`src/rtl/hsw_pkg.sv`:
```
package hsw_pkg;
  typedef enum logic [1:0] {ST_OFF, ST_ON, ST_COOL, ST_HOLD} hsw_state_e;
  localparam int FLT_OC  = 0;
  localparam int FLT_OV  = 1;
  localparam int NUM_FLT = 2;
  localparam int IX_OC   = 0;
  localparam int IX_OV   = 1;
  localparam int IX_UV   = 2;
  localparam int IX_EN   = 3;
  localparam int IX_ON   = 4;
  localparam int IX_UVLO = 5;
  localparam int IX_TMR  = 6;
  localparam int IX_STRP = 7;
  localparam int IX_PG   = 8;
  localparam int NUM_IN  = 9;
endpackage

```
`src/rtl/hsw_sync.sv`:
```
module hsw_sync #(
  parameter int WIDTH  = 1,
  parameter int STAGES = 2
) (
  input  logic             clk,
  input  logic             rst_n,
  input  logic [WIDTH-1:0] d,
  output logic [WIDTH-1:0] q
);
  logic [STAGES-1:0][WIDTH-1:0] stg_q;

  always_ff @(posedge clk or negedge rst_n) begin
    if (!rst_n) begin
      stg_q <= '0;
    end else begin
      stg_q[0] <= d;
      for (int i = 1; i < STAGES; i++) stg_q[i] <= stg_q[i-1];
    end
  end

  assign q = stg_q[STAGES-1];
endmodule

```
`src/rtl/hsw_oc_filter.sv`:
```
module hsw_oc_filter #(
  parameter int LIMIT = 200
) (
  input  logic clk,
  input  logic rst_n,
  input  logic init,
  input  logic oc_s,
  output logic trip
);
  localparam int CW = $clog2(LIMIT + 1);
  localparam logic [CW-1:0] CMAX = CW'(LIMIT);

  logic [CW-1:0] cnt_q, cnt_d;
  logic          cnt_en;

  always_comb begin
    cnt_en = init || !oc_s || (cnt_q != CMAX);
    if (init || !oc_s) cnt_d = '0;
    else               cnt_d = cnt_q + 1'b1;
  end

  always_ff @(posedge clk or negedge rst_n) begin
    if (!rst_n)      cnt_q <= '0;
    else if (cnt_en) cnt_q <= cnt_d;
  end

  assign trip = oc_s && (cnt_q == CMAX) && !init;

  a_r2_cnt_bound: assert property (@(posedge clk) disable iff (!rst_n)
    cnt_q <= CMAX);
  a_r4_low_restarts: assert property (@(posedge clk) disable iff (!rst_n)
    !oc_s |=> !trip);
endmodule

```
`src/rtl/hsw_cool_timer.sv`:
```
module hsw_cool_timer #(
  parameter int COOL_CYC = 50_000_000
) (
  input  logic clk,
  input  logic rst_n,
  input  logic run,
  output logic done
);
  localparam int CW = $clog2(COOL_CYC + 1);
  localparam logic [CW-1:0] CMAX = CW'(COOL_CYC);

  logic [CW-1:0] cnt_q, cnt_d;
  logic          cnt_en;

  always_comb begin
    cnt_en = !run || (cnt_q != CMAX);
    cnt_d  = run ? cnt_q + 1'b1 : '0;
  end

  always_ff @(posedge clk or negedge rst_n) begin
    if (!rst_n)      cnt_q <= '0;
    else if (cnt_en) cnt_q <= cnt_d;
  end

  assign done = run && (cnt_q == CMAX);

  a_r6_cnt_bound: assert property (@(posedge clk) disable iff (!rst_n)
    cnt_q <= CMAX);
  a_r6_idle_clear: assert property (@(posedge clk) disable iff (!rst_n)
    !run |=> !done);
endmodule

```
`src/rtl/hsw_fault_ctrl.sv`:
```
module hsw_fault_ctrl
  import hsw_pkg::*;
#(
  parameter int FAST_FILT_CYC = 200,
  parameter int SLOW_FILT_CYC = 4200,
  parameter bit USE_SLOW_FILT = 1'b0,
  parameter int COOL_CYC      = 50_000_000,
  parameter int SYNC_STAGES   = 2
) (
  input  logic               clk,
  input  logic               rst_n,
  input  logic               oc_cmp,
  input  logic               ov_cmp,
  input  logic               uv_ok,
  input  logic               en_ok,
  input  logic               on_req,
  input  logic               uvlo_good,
  input  logic               tmr_low,
  input  logic               tmr_strap,
  input  logic               pg_cmp,
  input  logic               retry_en,
  input  logic               pg_pol_bad,
  input  logic [NUM_FLT-1:0] alert_mask,
  input  logic               clr_we,
  input  logic [NUM_FLT-1:0] clr_data,
  output logic               gate_en,
  output logic [NUM_FLT-1:0] flt_status,
  output logic               pg_pull,
  output logic               alert_n
);
  localparam int FILT_CYC = USE_SLOW_FILT ? SLOW_FILT_CYC : FAST_FILT_CYC;

  // reset release synchronizer
  logic [1:0] rst_sq;
  logic       rst_int_n;
  always_ff @(posedge clk or negedge rst_n) begin
    if (!rst_n) rst_sq <= '0;
    else        rst_sq <= {rst_sq[0], 1'b1};
  end
  assign rst_int_n = rst_sq[1];

  // comparator synchronization
  logic [NUM_IN-1:0] raw_in, syn;
  always_comb begin
    raw_in          = '0;
    raw_in[IX_OC]   = oc_cmp;
    raw_in[IX_OV]   = ov_cmp;
    raw_in[IX_UV]   = uv_ok;
    raw_in[IX_EN]   = en_ok;
    raw_in[IX_ON]   = on_req;
    raw_in[IX_UVLO] = uvlo_good;
    raw_in[IX_TMR]  = tmr_low;
    raw_in[IX_STRP] = tmr_strap;
    raw_in[IX_PG]   = pg_cmp;
  end

  hsw_sync #(.WIDTH(NUM_IN), .STAGES(SYNC_STAGES)) u_sync (
    .clk(clk), .rst_n(rst_int_n), .d(raw_in), .q(syn)
  );

  // power-up initialization on supply-good rising edge
  logic uvlo_q, uvlo_rise;
  always_ff @(posedge clk or negedge rst_int_n) begin
    if (!rst_int_n) uvlo_q <= 1'b0;
    else            uvlo_q <= syn[IX_UVLO];
  end
  assign uvlo_rise = syn[IX_UVLO] && !uvlo_q;

  // overcurrent filter and cool-down timer
  hsw_state_e state_q, state_d;
  logic       oc_trip, int_done, cool_done, cond_ok;

  hsw_oc_filter #(.LIMIT(FILT_CYC)) u_filt (
    .clk(clk), .rst_n(rst_int_n), .init(uvlo_rise),
    .oc_s(syn[IX_OC]), .trip(oc_trip)
  );

  hsw_cool_timer #(.COOL_CYC(COOL_CYC)) u_cool (
    .clk(clk), .rst_n(rst_int_n), .run(state_q == ST_COOL), .done(int_done)
  );

  assign cond_ok   = syn[IX_UVLO] && syn[IX_UV] && syn[IX_EN] &&
                     syn[IX_ON] && !syn[IX_OV];
  assign cool_done = syn[IX_STRP] ? int_done : syn[IX_TMR];

  // sequencer next state
  always_comb begin
    state_d = state_q;
    unique case (state_q)
      ST_OFF:  if (cond_ok) state_d = ST_ON;
      ST_ON: begin
        if (syn[IX_OV])   state_d = ST_OFF;
        else if (oc_trip) state_d = ST_COOL;
        else if (!cond_ok) state_d = ST_OFF;
      end
      ST_COOL: if (cool_done) state_d = retry_en ? ST_OFF : ST_HOLD;
      ST_HOLD: if (!flt_status[FLT_OC]) state_d = ST_OFF;
      default: state_d = ST_OFF;
    endcase
    if (uvlo_rise) state_d = ST_OFF;
  end

  always_ff @(posedge clk or negedge rst_int_n) begin
    if (!rst_int_n) state_q <= ST_OFF;
    else            state_q <= state_d;
  end

  assign gate_en = (state_q == ST_ON);

  // sticky fault flags
  logic [NUM_FLT-1:0] flt_set, flt_q;
  always_comb begin
    flt_set         = '0;
    flt_set[FLT_OC] = oc_trip;
    flt_set[FLT_OV] = syn[IX_OV];
  end

  for (genvar i = 0; i < NUM_FLT; i++) begin : g_flt
    logic bit_d, bit_en;
    always_comb begin
      bit_en = uvlo_rise || flt_set[i] || (clr_we && clr_data[i]);
      bit_d  = uvlo_rise ? 1'b0 : flt_set[i];
    end
    always_ff @(posedge clk or negedge rst_int_n) begin
      if (!rst_int_n)  flt_q[i] <= 1'b0;
      else if (bit_en) flt_q[i] <= bit_d;
    end

    a_r13_sticky: assert property (@(posedge clk) disable iff (!rst_int_n)
      (flt_q[i] && !(clr_we && clr_data[i]) && !uvlo_rise) |=> flt_q[i]);
    a_r13_set_wins: assert property (@(posedge clk) disable iff (!rst_int_n)
      (flt_set[i] && !uvlo_rise) |=> flt_q[i]);
  end

  assign flt_status = flt_q;

  // indications
  logic pwr_good;
  assign pwr_good = gate_en && syn[IX_PG];
  assign pg_pull  = pg_pol_bad ? pwr_good : !pwr_good;
  assign alert_n  = ~|(flt_q & alert_mask);

  a_r3_gate_off_on_trip: assert property (@(posedge clk) disable iff (!rst_int_n)
    (gate_en && oc_trip) |=> !gate_en);
  a_r8_ov_gate_off: assert property (@(posedge clk) disable iff (!rst_int_n)
    syn[IX_OV] |=> !gate_en);
  a_r9_gate_needs_cond: assert property (@(posedge clk) disable iff (!rst_int_n)
    $rose(gate_en) |-> $past(cond_ok));
  a_r7_hold_gate_off: assert property (@(posedge clk) disable iff (!rst_int_n)
    (state_q == ST_HOLD && flt_q[FLT_OC]) |=> !gate_en);
  a_r10_init_clears: assert property (@(posedge clk) disable iff (!rst_int_n)
    uvlo_rise |=> (flt_q == '0 && !gate_en));
endmodule

```
`config.mk`:
```
export PLATFORM = sky130hd
export DESIGN_NAME = hsw_fault_ctrl
export DESIGN_NICKNAME = d
export VERILOG_FILES = /design/src/rtl/hsw_pkg.sv /design/src/rtl/hsw_sync.sv /design/src/rtl/hsw_oc_filter.sv /design/src/rtl/hsw_cool_timer.sv /design/src/rtl/hsw_fault_ctrl.sv
export SDC_FILE = /design/constraint.sdc
export NUM_CORES = 1
export LEC_CHECK = 0
export BUFFER_PORTS_ARGS = -buffer_cell sky130_fd_sc_hd__buf_4
export CORE_ASPECT_RATIO = 2
export CORE_UTILIZATION = 50
export CTS_CLUSTER_SIZE = 16
export DETAILED_ROUTE_END_ITERATION = 7
export GPL_TIMING_DRIVEN = 0
export HOLD_SLACK_MARGIN = 0.12
export PLACE_DENSITY = 0.78
export SYNTH_ARGS = -nofsm -noshare
export SYNTH_HDL_FRONTEND = slang
export SYNTH_HIERARCHICAL = 1
export SYNTH_SLANG_ARGS = --single-unit
export TNS_END_PERCENT = 30
```
`constraint.sdc`:
```
create_clock -name clk -period 1.9 [get_ports clk]
set_clock_uncertainty 0.1 [all_clocks]
set_input_delay 0.095 -clock clk [delete_from_list [all_inputs] [get_ports clk]]
set_output_delay 0.095 -clock clk [all_outputs]
set_load 0.02 [all_outputs]
```
==> results.md, run 1 <==
* Top post-synthesis cells by area: dfrtp_1, a21oi_1, nand2_1, buf_4, xor2_1
* Iter 0 DRT Violations at 51
* Die Y at 107 um
* Slew Viols, Final at 0
* Vias in the first global route at around 2300
* Fillers at about 420
* Final hold viol count at 0
* Nets at about 350
* Startpoint type of the worst setup path: flip-flop
* Warnings, synthesis at 6
* Gpl congestion at 0.804
* Clk_lat worst skew at 0.34 ns
* Failing checks: negative setup slack
* Initial antenna violation count at 0
* Gr ovfl total at 0
* Worst rel slew slack at approximately two thirds
* Tightest Hold Check Type: flip-flop to async pin
* Synthesized net count at approximately 280
* Via-to-Cell Ratio at between 5 and 6
* Clock sinks at 59
* Top FF cell, synth: dfrtp_1
* Status: complete, but fails checks
* Critical path capture point type: flip-flop
* Port Buffer Count at 22
* Avg Cell Area, Syn at 10.6 sq um
* Min Tclk post-route at roughly 2 ns
* First-pass GRT wire length at 9.86 mm
* Max cap viols at 0
* Via count at approximately 2200
* Post-synthesis register bit count at between 50 and 60
* Die Width at 54.7 um
* Cell taking the most area after synthesis: dfrtp_1
* Maximum clock path buffer count at 2
* Cell Area, Placed at 3060 sq um
* Critical Path RT at 2.08 ns
* RSZ-0062 raised after global routing: yes
* Worst-path clk slew at roughly 0.070 ns
* Io pins at 23
* Finished Cell Area at 3650 sq um
* Ant diodes at 0
* Final period util at 105%
* DP Wirelength at 4.10 mm
* Top-count cell post-synth: dfrtp_1
* Number of flops mapped to enable cells by yosys at 0
* Synthesized area at 2770 sq um
* Detailed Routing Iterations Pass 1 at 5
* Synth top cells by count: dfrtp_1, nand2_1, a21oi_1, nor2_1, inv_1
* Leak Pwr at 1.48 nW
* Setup ws final at -0.0901 ns
* Final WL at 6.32 mm
* Tot Pwr at ~2.6 mW
* Area grow syn2layout at 31.7%
* Post-route DRC at 0
* Antenna Nets Post-Route at 0
* Netlist cell types at just over 50
* Worst Tran Pin Value at 0.526 ns
* GRT Util Overall at about a quarter
* Layout cells sized above 1 at a little under a third
* VDD IR max at 657 uV
* Wire length per cell at between 15 and 20 um
* Crit path kind: flip-flop to flip-flop
* FP Rows at 38
* Core footprint at ~5400 sq um
* Total CTS buffers at 9
* CTS tree: built
* Max Freq at ~500 MHz
* Arrival @ worst endpoint at ~2.2 ns
* Largest net degree at the start of global routing at 36
* CTS H-Tree Depth at 3
* Post-synthesis async set-or-reset flop share at between 90% and 100%
* CP Max Fanout at 6
* Endpoints failing setup at 8
* Die area at between 5000 and 6000 sq um
* Post-synthesis sequential area ratio at 53.2%
* Synth Instances at between 200 and 300
* Root buffer cell: clkbuf_8
* Pwr per Cell Area at 708 nW/um^2
* Synth top area share at between 50% and 60%
* Initial Utilization at about half
-- critical path, stage by stage (launching register included) --
cell	delay [ns]
dfrtp_2	0.44
buf_4	0.15
nand4_4	0.11
or3_1	0.34
buf_6	0.14
or4_4	0.48
a21oi_2	0.16
-- stage by stage --
| step | setup slack (ns) | hold slack, ns | cells | TNS (ns) | utilization (%) |
|---|---|---|---|---|---|
| after floorplan | -0.0246 | -0.301 | 262 | -0.0738 | - |
| after detailed placement | -0.398 | -0.221 | 345 | -1.85 | 56.9 |
| final | -0.0901 | 0.151 | 390 | -0.394 | 68.0 |
| after global routing | -0.148 | 0.205 | 390 | -0.903 | 68.0 |
| after global placement | -0.543 | -0.223 | 344 | -32.16 | 56.5 |
| after CTS | -0.0838 | 0.173 | 386 | -0.447 | 66.1 |
-- where the power goes --
group	internal (mW)	leakage, nW	switching, mW
logic	0.0810	0.632	0.0565
clock network	0.613	0.0962	0.529
registers	1.28	0.752	0.0233
-- logic make-up (layout without fill, tap and decap cells) --
kind of cell	Yosys count	count (layout)	share of synthesized area [%]
flip-flops	59	59	53.2
multiplexers	4	4	1.44
adder cells (fa/ha/maj)	4	4	1.81
XOR/XNOR	13	13	4.11
AO/OA/AOI/OAI	42	42	9.34
AND/OR/NAND/NOR	114	114	24.9
other	1	1	0.135
buffers and inverters	25	93	5.01
-- flip-flops by register name, indices dropped and copies added, names as in the netlist --
signal,count
u_sync/stg_q,9
u_cool/cnt_q,26
u_sync/q,9
flt_status,2
uvlo_q,1
state_q,2
rst_sq,2
u_filt/cnt_q,8
-- placed cells by master, fill, tap and decap left out, types with 2 or more instances in the layout --
master / n
dlygate4sd3_1: 16
nor4_4: 2
nor2b_4: 2
o311ai_1: 2
dfrtp_1: 47
nand3b_1: 3
or4_1: 4
buf_4: 44
or4_4: 3
nand2_1: 20
mux2i_1: 3
nor3_1: 6
nand3_1: 7
o21ai_1: 5
and4_1: 4
xor2_1: 7
inv_2: 2
xnor2_1: 6
dfrtp_2: 12
a21oi_1: 16
nor4_1: 5
or3_1: 8
nand3_2: 2
a21oi_2: 2
clkbuf_8: 9
nand4_1: 9
nor2_1: 16
nand2b_1: 5
nand4_4: 2
inv_1: 8
ha_1: 3
o31ai_1: 5
inv_6: 2
o21ai_0: 4
buf_6: 3
clkinvlp_4: 2
-- per-layer routing --
layer	GRT usage, %	vias to the layer above	wire [um]
met5	0	-	0
met3	8.05	26	234
li1	-	1068	-
met4	15.2	0	291
met2	40.3	60	3550
met1	23.2	1095	2240
-- final cells by class --
class / instances / area (sq um) / share of cell area (%)
Buffer: 15 / 125 / 3.43
Multi-Input combinational cell: 178 / 1280 / 35.0
Inverter: 10 / 37.5 / 1.03
Timing Repair Buffer: 52 / 443 / 12.1
Sequential cell: 59 / 1490 / 40.8
Clock buffer: 9 / 124 / 3.39
Tap cell: 60 / 75.1 / 2.06
Clock inverter: 7 / 76.3 / 2.09
-- final timing paths --
check	slack, ns	end	startpoint	depth (start not counted)
worst max register to register	-0.09	u_cool/cnt_q[24]	u_cool/cnt_q[4]	6
worst min register to register	0.15	u_sync/stg_q[2]	rst_sq[1]	0
min in group clk	0.25	u_sync/q[0]	u_sync/stg_q[0]	0
worst min-delay path	0.15	u_sync/stg_q[2]	rst_sq[1]	0
worst max-delay path	-0.09	u_cool/cnt_q[24]	u_cool/cnt_q[4]	6
max in group asynchronous	0.96	u_cool/cnt_q[7]	rst_sq[1]	1
-- what timing repair did --
item	in CTS	in global routing
hold endpoints to repair	15	0
gates resized for setup	21	20
hold buffers	16	0
pin swaps	2	10
setup endpoints to repair	11	11
setup buffers	9	4
No activity file was read; power rests on OpenSTA's default activity.
==> inputs of run 2 (changes only) <==
Settings changed: PLACE_DENSITY 0.78 to 0.76.
Clock period 1.9 ns to 2.5 ns, I/O delays scaled along.
==> results.md, run 2 (synthesis gave the netlist of run 1 again) <==
* Status: complete, no violations
* Total CTS buffers at 9 (unchanged)
* Critical Path RT at 2.66 ns (+0.58 ns)
* TNS Setup at 0 ns (+0.394 ns)
* RSZ-0062 raised after global routing: no
* Final WL at 5.72 mm (-9.5%)
* Max FFs per register at 26 (unchanged)
* Via count at 2102 (-6.5%)
* Worst Tran Pin Value at 0.668 ns (+0.142 ns)
* Non-filler cells, final at 376 (-3.6%)
* Leak Pwr at 1.38 nW (-6.8%)
* Iter 0 DRT Violations at 85 (+67%)
* Slew Viols, Final at 0 (unchanged)
* Layout cells sized above 1 at 19.0% (-13 points)
* Port Buffer Count at 22 (unchanged)
* Arrival @ worst endpoint at 2.47 ns (+0.30 ns)
* Reg-to-reg critical path endpoint: u_cool/cnt_q[20]
* Die Y at 107 um (unchanged)
* Commonest non-fill, non-tap cell in the layout: dfrtp_1
* Core footprint at 5370 sq um (unchanged)
* Crit path kind: flip-flop to flip-flop
* Startpoint type of the worst setup path: flip-flop
* Max Freq at 433 MHz (-14%)
* Die area at 5870 sq um (unchanged)
* Min Tclk post-route at 2.31 ns (+0.320 ns)
* First-pass GRT wire length at 9.49 mm (-3.8%)
* CP Max Fanout at 7 (+1)
* Largest stage delay, worst path at 0.47 ns (about the same)
* Area grow syn2layout at 21.9%
* Final period util at 92.4% (-12 points)
* GRT Util Overall at 23.1% (-0.87 points)
* Worst r2r src: u_cool/cnt_q[0]
* Nets at 334 (-3.7%)
* CTS H-Tree Depth at 3 (unchanged)
* Io pins at 23 (unchanged)
* DP Wirelength at 4.01 mm (-2.2%)
* Via-to-Cell Ratio at 5.59 (-3.1%)
* Final hold viol count at 0 (unchanged)
* Worst-path clk slew at 0.06 ns (about the same)
* Largest net degree at the start of global routing at 43 (+19%)
* Root buffer cell: clkbuf_8
* Cell Area, Placed at 3030 sq um (-0.82%)
* Die Width at 54.7 um (unchanged)
* Initial Utilization at 51.6% (unchanged)
* Pwr per Cell Area at 568 nW/um^2 (-20%)
* Finished Cell Area at 3380 sq um (-7.4%)
* Ant diodes at 0 (unchanged)
* Worst rel slew slack at 55.3% (-9.6 points)
* Tightest Hold Check Type: flip-flop to async pin
* Crit path cell chain: ha_1 > nand4_2 > or3_1 > buf_2 > or4_1 > a21oi_1
* Gr ovfl total at 0 (unchanged)
* Most frequent cells in the layout: dfrtp_1, buf_4, nand2_1
* Vias in the first global route at 2094 (-7.0%)
* Critical-path top delay cell: or4_1
* Worst r2r path cells at 6 (unchanged)
* FP Rows at 38 (unchanged)
* Wire length per cell at 15.2 um (-6.2%)
* Post-route DRC at 0 (unchanged)
* Endpoints failing setup at 0 (-8)
* Post-Place Cells at 345 (unchanged)
* VDD IR max at 543 uV (-17%)
* Multi-input gate area at 1160 sq um (-9.6%)
* Largest Register: u_cool/cnt_q
* Gpl congestion at 0.792 (-1.6%)
* Tot Pwr at 1.92 mW (-26%)
* Antenna Nets Post-Route at 0 (unchanged)
* Critical path capture point type: flip-flop
* Initial antenna violation count at 0 (unchanged)
* CTS tree: built
* Clk_lat worst skew at 0.34 ns (about the same)
* Fillers at 440 (+4.5%)
* Register area at 1480 sq um (-0.92%)
* Maximum clock path buffer count at 2 (unchanged)
* Max cap viols at 0 (unchanged)
* Detailed Routing Iterations Pass 1 at 4 (-1)
* Reg2Reg Setup Slack at 0.19 ns (+0.28 ns)
* Clock sinks at 59 (unchanged)
run 2: cell count changes in the layout (fill, tap and decap cells not counted), moves of 3 or more:
| cell | before | now |
|---|---|---|
| buf_4 | 44 | 31 |
| dfrtp_1 | 47 | 58 |
| dfrtp_2 | 12 | 1 |
| nor2b_1 | 1 | 4 |
run 2: critical path, delay by kind of cell (launching register included):
family	cells	cell delay (ns)
compound gates	1	0.18
fa+ha+maj	1	0.27
simple gates	3	1.06
buf+inv	1	0.18
flops	1	0.43
run 2: cell type report:
| cell class | count | share of cell area, % |
|---|---|---|
| Buffer | 15 | 3.03 |
| Sequential cell | 59 | 43.7 |
| Timing Repair Buffer | 39 | 10.2 |
| Clock inverter | 3 | 1.18 |
| Tap cell | 60 | 2.22 |
| Inverter | 10 | 1.11 |
| Clock buffer | 12 | 4.29 |
| Multi-Input combinational cell | 178 | 34.2 |
run 2: power breakdown:
| part | leakage [nW] | internal, mW | switching, mW | total, mW |
|---|---|---|---|---|
| combinational | 0.513 | 0.0607 | 0.0485 | 0.109 |
| clock | 0.0962 | 0.479 | 0.345 | 0.823 |
| sequential | 0.771 | 0.977 | 0.0106 | 0.988 |
run 2: repair_timing:
| action | in CTS | in global routing |
|---|---|---|
| gates resized for setup | 0 | 2 |
| hold buffers | 16 | 0 |
| endpoints found under the hold margin | 29 | 0 |
| endpoints found under the setup margin | 0 | 2 |
| setup buffers | 0 | 0 |
run 2: how the worst max path moves through the flow:
stage / depth (start not counted) / startpoint / end
final: 6 / u_cool/cnt_q[0] / u_cool/cnt_q[20]
after global routing: 6 / u_cool/cnt_q[0] / u_cool/cnt_q[20]
after CTS: 7 / state_q[1] / state_q[1]
after detailed placement: 7 / state_q[1] / state_q[1]
after global placement: 0 / rst_sq[1] / u_cool/cnt_q[23]
after floorplan: 6 / u_cool/cnt_q[0] / u_cool/cnt_q[20]
run 2: metrics by stage:
stage	hold slack, ns	util [%]	setup WS [ns]
2_1_floorplan	-0.271	-	0.467
3_3_place_gp	-0.193	56.1	0.0285
3_5_place_dp	-0.192	56.5	0.0872
4_1_cts	0.177	62.9	0.0696
5_1_grt	0.191	62.9	0.0573
6_report	0.156	62.9	0.190
run 2: metal layers:
layer	GRT usage, %	share of wire (%)
met1	25.2	38
met2	37.8	56
met3	7.34	2.6
met4	11.9	2.9
met5	0	0
